`config.mk`:
```
export PLATFORM = sky130hd
export DESIGN_NAME = imd_unit
export DESIGN_NICKNAME = d
export VERILOG_FILES = /design/src/rtl/imd_pkg.sv /design/src/rtl/imd_mul.sv /design/src/rtl/imd_div.sv /design/src/rtl/imd_unit.sv
export SDC_FILE = /design/constraint.sdc
export NUM_CORES = 2
export LEC_CHECK = 0
export BUFFER_PORTS_ARGS = -buffer_cell sky130_fd_sc_hd__buf_2
export CORE_ASPECT_RATIO = 1.4
export CORE_UTILIZATION = 35
export CTS_CLUSTER_SIZE = 25
export DETAILED_ROUTE_END_ITERATION = 10
export PLACE_DENSITY_LB_ADDON = 0.2
export SYNTH_ARGS = -nofsm -noshare
export SYNTH_HDL_FRONTEND = slang
export SYNTH_SLANG_ARGS = --single-unit
```
`constraint.sdc`:
```
create_clock -name clk -period 9.9 [get_ports clk]
set_clock_uncertainty 0.2 [all_clocks]
set_input_delay 1.485 -clock clk [delete_from_list [all_inputs] [get_ports clk]]
set_output_delay 1.485 -clock clk [all_outputs]
set_load 0.1 [all_outputs]
```
`src/rtl/imd_pkg.sv`:
```
package imd_pkg;

    // Function codes; the numeric values are fixed by the instruction encoding
    typedef enum logic [2:0] {
        FN_MUL_LO    = 3'd0,
        FN_MUL_HI_SS = 3'd1,
        FN_MUL_HI_SU = 3'd2,
        FN_MUL_HI_UU = 3'd3,
        FN_QUO_S     = 3'd4,
        FN_QUO_U     = 3'd5,
        FN_REM_S     = 3'd6,
        FN_REM_U     = 3'd7
    } imd_fn_e;

    typedef enum logic [2:0] {
        ST_IDLE   = 3'd0,
        ST_MULT   = 3'd1,
        ST_DIVIDE = 3'd2,
        ST_FIXUP  = 3'd3,
        ST_FINISH = 3'd4
    } imd_state_e;

endpackage

```
`src/rtl/imd_mul.sv`:
```
module imd_mul #(
    parameter int WIDTH = 32
) (
    input  logic [WIDTH-1:0] a_i,
    input  logic [WIDTH-1:0] b_i,
    input  logic [1:0]       sel_i,
    output logic [WIDTH-1:0] prod_o
);
    localparam int PW = 2 * WIDTH;

    logic              a_signed;
    logic              b_signed;
    logic signed [PW-1:0] a_ext;
    logic signed [PW-1:0] b_ext;
    logic signed [PW-1:0] prod;

    always_comb begin
        // sel 1: signed x signed, sel 2: signed x unsigned, sel 3: unsigned x unsigned
        a_signed = (sel_i == 2'd1) || (sel_i == 2'd2);
        b_signed = (sel_i == 2'd1);
        a_ext    = {{WIDTH{a_signed & a_i[WIDTH-1]}}, a_i};
        b_ext    = {{WIDTH{b_signed & b_i[WIDTH-1]}}, b_i};
        prod     = a_ext * b_ext;
        prod_o   = (sel_i == 2'd0) ? prod[WIDTH-1:0] : prod[PW-1:WIDTH];
    end

endmodule

```
`src/rtl/imd_div.sv`:
```
module imd_div #(
    parameter int WIDTH = 32
) (
    input  logic             clk,
    input  logic             rst_n,
    input  logic             load_i,
    input  logic             step_i,
    input  logic [WIDTH-1:0] dvd_i,
    input  logic [WIDTH-1:0] dvs_i,
    output logic [WIDTH-1:0] quo_o,
    output logic [WIDTH-1:0] rem_o
);
    logic [WIDTH-1:0] acc_q;
    logic [WIDTH-1:0] quo_q;
    logic [WIDTH-1:0] dvs_q;
    logic [WIDTH:0]   shifted;
    logic             fits;

    always_comb begin
        shifted = {acc_q, quo_q[WIDTH-1]};
        fits    = shifted >= {1'b0, dvs_q};
    end

    always_ff @(posedge clk or negedge rst_n) begin
        if (!rst_n) begin
            acc_q <= '0;
            quo_q <= '0;
            dvs_q <= '0;
        end else if (load_i) begin
            acc_q <= '0;
            quo_q <= dvd_i;
            dvs_q <= dvs_i;
        end else if (step_i) begin
            if (fits) begin
                acc_q <= WIDTH'(shifted - {1'b0, dvs_q});
            end else begin
                acc_q <= shifted[WIDTH-1:0];
            end
            quo_q <= {quo_q[WIDTH-2:0], fits};
        end
    end

    assign quo_o = quo_q;
    assign rem_o = acc_q;

    // restoring invariant: partial remainder never reaches the divisor
    AST_PARTIAL_BELOW_DIVISOR: assert property (@(posedge clk) disable iff (!rst_n)
        (!load_i && dvs_q != '0) |-> (acc_q < dvs_q));

endmodule

```
`src/rtl/imd_unit.sv`:
```
module imd_unit
    import imd_pkg::*;
#(
    parameter int WIDTH = 32
) (
    input  logic             clk,
    input  logic             rst_n,
    input  logic             start_i,
    input  logic [2:0]       fn_i,
    input  logic [WIDTH-1:0] opa_i,
    input  logic [WIDTH-1:0] opb_i,
    output logic             busy_o,
    output logic             done_o,
    output logic [WIDTH-1:0] result_o
);
    localparam int CW = $clog2(WIDTH);
    localparam logic [CW-1:0] LAST_STEP = CW'(WIDTH - 1);

    imd_state_e       state_q, state_nx;
    imd_fn_e          fn_q;
    logic [WIDTH-1:0] a_q, b_q, res_q;
    logic [CW-1:0]    cnt_q;

    logic             accept;
    logic             in_neg_a, in_neg_b;
    logic [WIDTH-1:0] mag_a, mag_b;
    logic [WIDTH-1:0] prod;
    logic [WIDTH-1:0] quo_mag, rem_mag;
    logic [WIDTH-1:0] fix_val;
    logic             sgn, q_neg, r_neg;

    assign accept = start_i && (state_q == ST_IDLE);

    // operand magnitudes for the divider; signed divide codes have fn bit 0 clear
    always_comb begin
        in_neg_a = !fn_i[0] && opa_i[WIDTH-1];
        in_neg_b = !fn_i[0] && opb_i[WIDTH-1];
        mag_a    = in_neg_a ? (~opa_i + 1'b1) : opa_i;
        mag_b    = in_neg_b ? (~opb_i + 1'b1) : opb_i;
    end

    imd_mul #(.WIDTH(WIDTH)) u_mul (
        .a_i    (a_q),
        .b_i    (b_q),
        .sel_i  (fn_q[1:0]),
        .prod_o (prod)
    );

    imd_div #(.WIDTH(WIDTH)) u_div (
        .clk    (clk),
        .rst_n  (rst_n),
        .load_i (accept && fn_i[2]),
        .step_i (state_q == ST_DIVIDE),
        .dvd_i  (mag_a),
        .dvs_i  (mag_b),
        .quo_o  (quo_mag),
        .rem_o  (rem_mag)
    );

    // sign fix-up and special cases
    always_comb begin
        sgn   = !fn_q[0];
        q_neg = sgn && (a_q[WIDTH-1] ^ b_q[WIDTH-1]);
        r_neg = sgn && a_q[WIDTH-1];
        if (b_q == '0) begin
            fix_val = fn_q[1] ? a_q : '1;
        end else if (fn_q[1]) begin
            fix_val = r_neg ? (~rem_mag + 1'b1) : rem_mag;
        end else begin
            fix_val = q_neg ? (~quo_mag + 1'b1) : quo_mag;
        end
    end

    // next-state logic
    always_comb begin
        state_nx = state_q;
        unique case (state_q)
            ST_IDLE: begin
                if (start_i) state_nx = fn_i[2] ? ST_DIVIDE : ST_MULT;
            end
            ST_MULT:   state_nx = ST_FINISH;
            ST_DIVIDE: begin
                if (cnt_q == LAST_STEP) state_nx = ST_FIXUP;
            end
            ST_FIXUP:  state_nx = ST_FINISH;
            ST_FINISH: state_nx = ST_IDLE;
            default:   state_nx = ST_IDLE;
        endcase
    end

    // state register
    always_ff @(posedge clk or negedge rst_n) begin
        if (!rst_n) state_q <= ST_IDLE;
        else        state_q <= state_nx;
    end

    // datapath registers
    always_ff @(posedge clk or negedge rst_n) begin
        if (!rst_n) begin
            fn_q  <= FN_MUL_LO;
            a_q   <= '0;
            b_q   <= '0;
            res_q <= '0;
            cnt_q <= '0;
        end else begin
            if (accept) begin
                fn_q  <= imd_fn_e'(fn_i);
                a_q   <= opa_i;
                b_q   <= opb_i;
                cnt_q <= '0;
            end else if (state_q == ST_DIVIDE) begin
                cnt_q <= cnt_q + 1'b1;
            end
            if (state_q == ST_MULT)  res_q <= prod;
            if (state_q == ST_FIXUP) res_q <= fix_val;
        end
    end

    // outputs
    always_comb begin
        busy_o   = (state_q != ST_IDLE);
        done_o   = (state_q == ST_FINISH);
        result_o = res_q;
    end

    AST_DONE_SINGLE: assert property (@(posedge clk) disable iff (!rst_n)
        done_o |=> !done_o);
    AST_BUSY_FROM_START: assert property (@(posedge clk) disable iff (!rst_n)
        $rose(busy_o) |-> $past(start_i));
    AST_REQ_HELD: assert property (@(posedge clk) disable iff (!rst_n)
        (busy_o && !done_o) |=> ($stable(a_q) && $stable(b_q) && $stable(fn_q)));
    AST_DIV_ZERO_ONES: assert property (@(posedge clk) disable iff (!rst_n)
        (done_o && fn_q[2] && !fn_q[1] && b_q == '0) |-> (result_o == '1));
    AST_REM_SIGN: assert property (@(posedge clk) disable iff (!rst_n)
        (done_o && fn_q == FN_REM_S && b_q != '0 && result_o != '0)
            |-> (result_o[WIDTH-1] == a_q[WIDTH-1]));

endmodule

```
== Yosys cells after proc, flatten, opt, wreduce, memory -nomap -nowiden ==
Cells that the tools add are included.

* Output and inout bits: 34
* Input port bits: 70
* Flip-flop bits (word level): 202
* Logic and storage cells: 72

* Equal/unequal tests: 9
* Multiplexer cells: 21
* Magnitude comparators: 1
* Add/subtract/negate cells: 6
* Bitwise logic cells: 7
* Multipliers: 1
* Reductions and logical operators: 18

{| class="wikitable"
|+ Operators with widths
! kind !! number
|-
| $mux 32 || 15
|-
| $add 32x1->32 const B || 4
|-
| $not 32->32 || 4
|-
| $mul 33x33->64 || 1
|-
| $ge 33x32->1 || 1
|-
| $logic_not 32->1 || 1
|-
| $sub 32x32->32 || 1
|-
| $mux 5 || 2
|-
| $pmux 3 s3 || 1
|-
| $eq 3x2->1 const B || 2
|-
| $logic_and 1x1->1 || 6
|-
| $mux 3 || 2
|-
| $reduce_bool 2->1 || 3
|-
| $add 5x1->5 const B || 1
|-
| $eq 5x5->1 const B || 1
|-
| $ne 2x2->1 const B || 2
|-
| $eq 3x1->1 const B || 1
|-
| $eq 3x3->1 const B || 1
|-
| $logic_not 3->1 || 1
|-
| $reduce_bool 3->1 || 1
|-
| $and 1x1->1 || 2
|-
| $eq 2x1->1 const B || 1
|-
| $eq 2x2->1 const B || 1
|-
| $logic_not 1->1 || 2
|-
| 6 further kinds || 6
|}

== Logic depth before layout (Yosys ltp) ==
* Depth in word-level cells: 7
* Mapped depth: 33
* Depth with buffers taken out: 31

== By module ==
From an unflattened synthesis, not the netlist that was laid out.

* Cell total of the unflattened synthesis: 5883
* Area total of the unflattened synthesis: 52277.6 µm²

{| class="wikitable"
|+ Modules (own cells, without submodules)
! module !! cells an instance !! sequential area each (µm²) !! area an instance (µm²) !! times used
|-
| imd_mul || 4368 || 0.0 || 38559.5 || 1
|-
| imd_unit || 839 || 2652.5 || 7624.8 || 1
|-
| imd_div || 676 || 2402.3 || 6093.3 || 1
|}

== Worst setup path before layout ==
No wires, ideal clock.

* Path type: register to register
* Start point: register fn_q[1]
* End point: register res_q[28] (netlist: result_o[28])
* Slack: 1.308 ns
* Library setup time: 0.087 ns
* Stages on the path, launching flop included: 31
* Period minus slack after synthesis: 8.592 ns
* Buffers on the path: 2
* Required time: 9.613 ns
* Arrival time: 8.306 ns
* Path through: dfrtp_1 -> clkinv_1 -> ha_1 -> and2_0 -> clkbuf_1 -> nand2_1 -> inv_1 -> fa_1 -> inv_1 -> fa_1 -> inv_1 -> fa_1 -> fa_1 -> inv_1 -> fa_1 -> inv_1 -> fa_1 -> inv_1 -> fa_1 -> fa_1 -> inv_1 -> ha_1 -> clkbuf_1 -> o21ai_0 -> nand2b_1 -> a21o_1 -> a21o_1 -> o41ai_1 -> o21ai_0 -> mux2_2 -> o211ai_1

* Word-level cells in the longest chain between the ends: 7
* Elaborated cells on any way between the ends: 13
* Those cells by class: mul (1); eq/ne (2); mux (6); bitwise (2); reduce/logical (2)

{| class="wikitable"
|+ Ends and longest elaborated chain
! what !! RTL line !! text
|-
| from (decl) || imd_unit.sv:20 || <nowiki>imd_fn_e fn_q;</nowiki>
|-
| from (signal assigned) || imd_unit.sv:107 || <nowiki>fn_q <= imd_fn_e'(fn_i);</nowiki>
|-
| $eq 2x1->1 / $eq 2x2->1 (equally long branches) || imd_mul.sv:19, imd_mul.sv:20 ||
|-
| $logic_or 1x1->1 || imd_mul.sv:19 || <nowiki>a_signed = (sel_i == 2'd1) || (sel_i == 2'd2);</nowiki>
|-
| $and 1x1->1 || imd_mul.sv:21 || <nowiki>a_ext = {{WIDTH{a_signed & a_i[WIDTH-1]}}, a_i};</nowiki>
|-
| $mul 33x33->64 || imd_mul.sv:23 || <nowiki>prod = a_ext * b_ext;</nowiki>
|-
| $mux 32 || imd_mul.sv:24 || <nowiki>prod_o = (sel_i == 2'd0) ? prod[WIDTH-1:0] : prod[PW-1:WIDTH];</nowiki>
|-
| $mux 32 || imd_unit.sv:114 || <nowiki>if (state_q == ST_MULT) res_q <= prod;</nowiki>
|-
| $mux 32 * || imd_unit.sv:115 || <nowiki>if (state_q == ST_FIXUP) res_q <= fix_val;</nowiki>
|-
| to (signal assigned) || imd_unit.sv:114 ||
|-
| to (signal assigned) || imd_unit.sv:115 ||
|-
| to (decl) || imd_unit.sv:21 || <nowiki>logic [WIDTH-1:0] a_q, b_q, res_q;</nowiki>
|}

Every way passes the cells marked *; elsewhere a longest branch is shown, timed or not. The select of a mux whose other input is x is not followed.
A chain may end at the register's enable or synchronous reset.

== Worst setup path after layout ==
* Start point: register b_q[9]
* End point: register res_q[15] (netlist: result_o[15])

* Word-level cells in the longest chain between the ends: 4
* Elaborated cells on any way between the ends: 6
* Those cells by class: mul (1); mux (4); reduce/logical (1)

{| class="wikitable"
|+ Ends and longest elaborated chain
! what !! RTL line !! text
|-
| from (decl) || imd_unit.sv:21 ||
|-
| from (signal assigned) || imd_unit.sv:109 || <nowiki>b_q <= opb_i;</nowiki>
|-
| $mul 33x33->64 || imd_mul.sv:23 ||
|-
| $mux 32 || imd_mul.sv:24 ||
|-
| $mux 32 || imd_unit.sv:114 ||
|-
| $mux 32 * || imd_unit.sv:115 ||
|}

Marks and branches as above.

==> metrics.txt <==
outcome=completed; first-pass GRT wire length=260700 µm; Worst Setup Start Kind=flop; Syn Std Cell Area=0.05114 mm²; Setup Fix Bufs, Post-CTS=0; worst-path fanout max=20; Tightest Pin Transition=1382 ps; number of global-route vias before repair=42790; Hold/Removal Path Class=flop to flop; placed inst area=0.05380 mm²; fin. max-slew vios=0; dominant register cell in the synthesized netlist=dfrtp_1; DPL Wire Length=140200 µm; clock sink count=202; detailed-routing wirelength on met1=62900 µm; area grow syn2layout=6.877%; syn nets=7227; Core Region=0.1447 mm²; FILL cells=14850; placed insts=7571; min cycle time layout=9293 ps; H-tree levels=1; Max Fclk=107.6 MHz; All-Layer GR Usage=23.18%; Max-Cap Viols=0; Die Height=454.3 µm; # IOs=104; TritonCTS clock tree=yes; CTS resizes=0; hold buffers post-CTS=0; Non-Filler Instances=7614; TritonRoute pass-1 iters=5; Fin. Hold Viols=0; Clock Tree Buf Depth=3; Ys Warns=0; routed wl met3=5696 µm; Via density=5.113; WP data arrival=9560 ps; Critical Path Sink Type=flop; sequential cell area=0.005057 mm²; Post-synth EDFFs=0; clk_lat worst skew=550 ps; Distinct cells, synth=76; Crit Path Class=flop to flop; Async SR Flop Fraction=100.0%; total grt overflow=0; via count=38930; final worst slack=607.4 ps; fin crit share=93.86%; dominant cell type by area after synthesis=fa_1; CP required=10170 ps; WL/cell=21.99 µm; Root Buffer=clkbuf_16; antenna violations before repair=9; Area contributors post-synth=fa_1, dfrtp_1, inv_1, nand2_1, ha_1; # nets final=7126; clock-pin slew on the worst setup and hold paths=70 ps; Worst slew margin=7.863%; Die Wd=325.1 µm; DR top layer=met4; pin count of the biggest net entering global routing=99; die area=0.1477 mm²; WL final=167500 µm; Setup TNS=0 ps; Port Buffer Count=103; dpl ws=612.0 ps; layout cell share with drive strength beyond 1=6.710%; initial cell density of the core=35.34%; area of the multi-input gates=0.04007 mm²; Residual DRC=0; sequential element share of the synthesized area=9.884%; initial drt markers=2185; antenna-violating nets left=0; Final setup viols=0; row count=165; RePlAce Congestion=0.9618; unrepaired setup endpoints after global routing=no; syn_area_per_cell=8.851 µm²; TritonCTS Buffers=24; post-route design area=0.05466 mm²; Mapped Cells=5778; Yosys top cell area share=44.08%; met2 routed WL=90970 µm; register bit total from synthesis=202
-- cells in the final DEF (no fill, tap or decap), types with 10 or more instances in the layout --
cell type,count
nor4_1,22
ha_1,253
nor3_1,36
xnor2_1,104
o22ai_1,13
o31ai_1,31
xor2_1,105
a32oi_1,10
mux2_2,67
a31oi_1,12
dfrtp_1,200
a22o_1,10
mux2i_1,12
or3_1,15
clkbuf_16,25
buf_2,102
buf_4,128
and3_1,30
o41ai_1,10
nand2b_1,23
fa_1,1126
o21bai_1,13
a211oi_1,17
a21oi_1,162
nor2_1,137
o211ai_1,10
and2_1,275
o21ai_0,220
a221oi_1,21
nand4_1,25
nor2b_1,13
inv_1,1246
a21o_1,53
nand3_1,25
a22oi_1,33
nand2_1,966
or2_2,15
-- metal layers --
layer / GRT usage, % / up-vias
met5: 0 / -
met3: 1.660 / 275
met4: 9.183 / 0
met2: 44.42 / 884
met1: 26.49 / 20600
li1: - / 17170
-- critical path, stage by stage, from the launching register on --
cell and delay, ps:
dfrtp_1 980, buf_4 420, and2_1 200, fa_1 420, fa_1 530, fa_1 550
inv_1 50, fa_1 480, fa_1 560, inv_1 80, fa_1 490, inv_1 60
fa_1 480, inv_1 50, fa_1 440, ha_1 510, a21oi_1 180, o21bai_1 220
o31a_1 140, a21boi_0 110, o21ai_0 210, a31oi_1 130, o31ai_1 410, a21oi_1 140
xnor2_1 780, a221oi_1 220, o21ai_0 180
-- Yosys cell counts, drive strengths merged, types with 13 or more instances --
cell and number:
a22oi 33, xnor2 104, nor3 37, and3 30, or3 15, nand3 25, o22ai 14, dfrtp 202
a221oi 22, o21bai 13, o21ai 223, clkbuf 350, inv 1246, a21oi 164, buf 13, a21o 53
nand2b 25, or2 15, nor2b 13, mux2 67, nand4 25, nor4 22, nor2 141, nand2 967
xor2 105, ha 253, and2 276, fa 1126, a211oi 17, o31ai 31
-- logic make-up (layout without fill, tap and decap cells) --
kind of cell	count (synthesis)	in the layout	synth area share, %
mux	79	79	1.710
fa+ha+maj	1379	1379	50.27
flops	202	202	9.884
other cells	0	1	0
xor+xnor	209	209	3.579
simple gates	1618	1618	14.35
buf+inv	1612	1527	11.87
compound gates	679	679	8.347
-- through the flow --
stage	util (%)	hold WS, ps
floorplan	-	249.8
global placement	37.18	263.4
detailed placement	37.18	274.1
CTS	37.77	287.2
global route	37.77	309.2
finish	37.77	280.1
-- worst paths after layout --
path	from	to	slack, ps	depth (start not counted)
max in group asynchronous	rst_n	result_o[26]	6600	3
min reg2reg	u_div.dvs_q[8]	u_div.dvs_q[8]	280	2
max	b_q[9]	result_o[15]	610	26
min	u_div.dvs_q[8]	u_div.dvs_q[8]	280	2
min in group asynchronous	rst_n	u_div.dvs_q[0]	810	1
max reg2reg	b_q[9]	result_o[15]	610	26
-- area by class of cell --
class	instances	area share [%]
flip-flops and latches	202	9.252
clock buffers	31	1.277
diodes	1	0.004578
inverters	1249	8.577
well taps	1920	4.395
repair buffers	236	2.903
multi-input cells	3964	73.30
clock inverters	11	0.2884
-- state kept, by name, indices dropped and copies added, names as in the netlist --
name         cells
a_q             32
b_q             32
result_o        32
u_div.dvs_q     32
u_div.quo_o     32
u_div.rem_o     32
cnt_q            5
state_q          3
fn_q             2
Power is left out: the tool's default activity adds up to more than one toggle a clock period on the data nets, which glitch-free logic cannot reach.
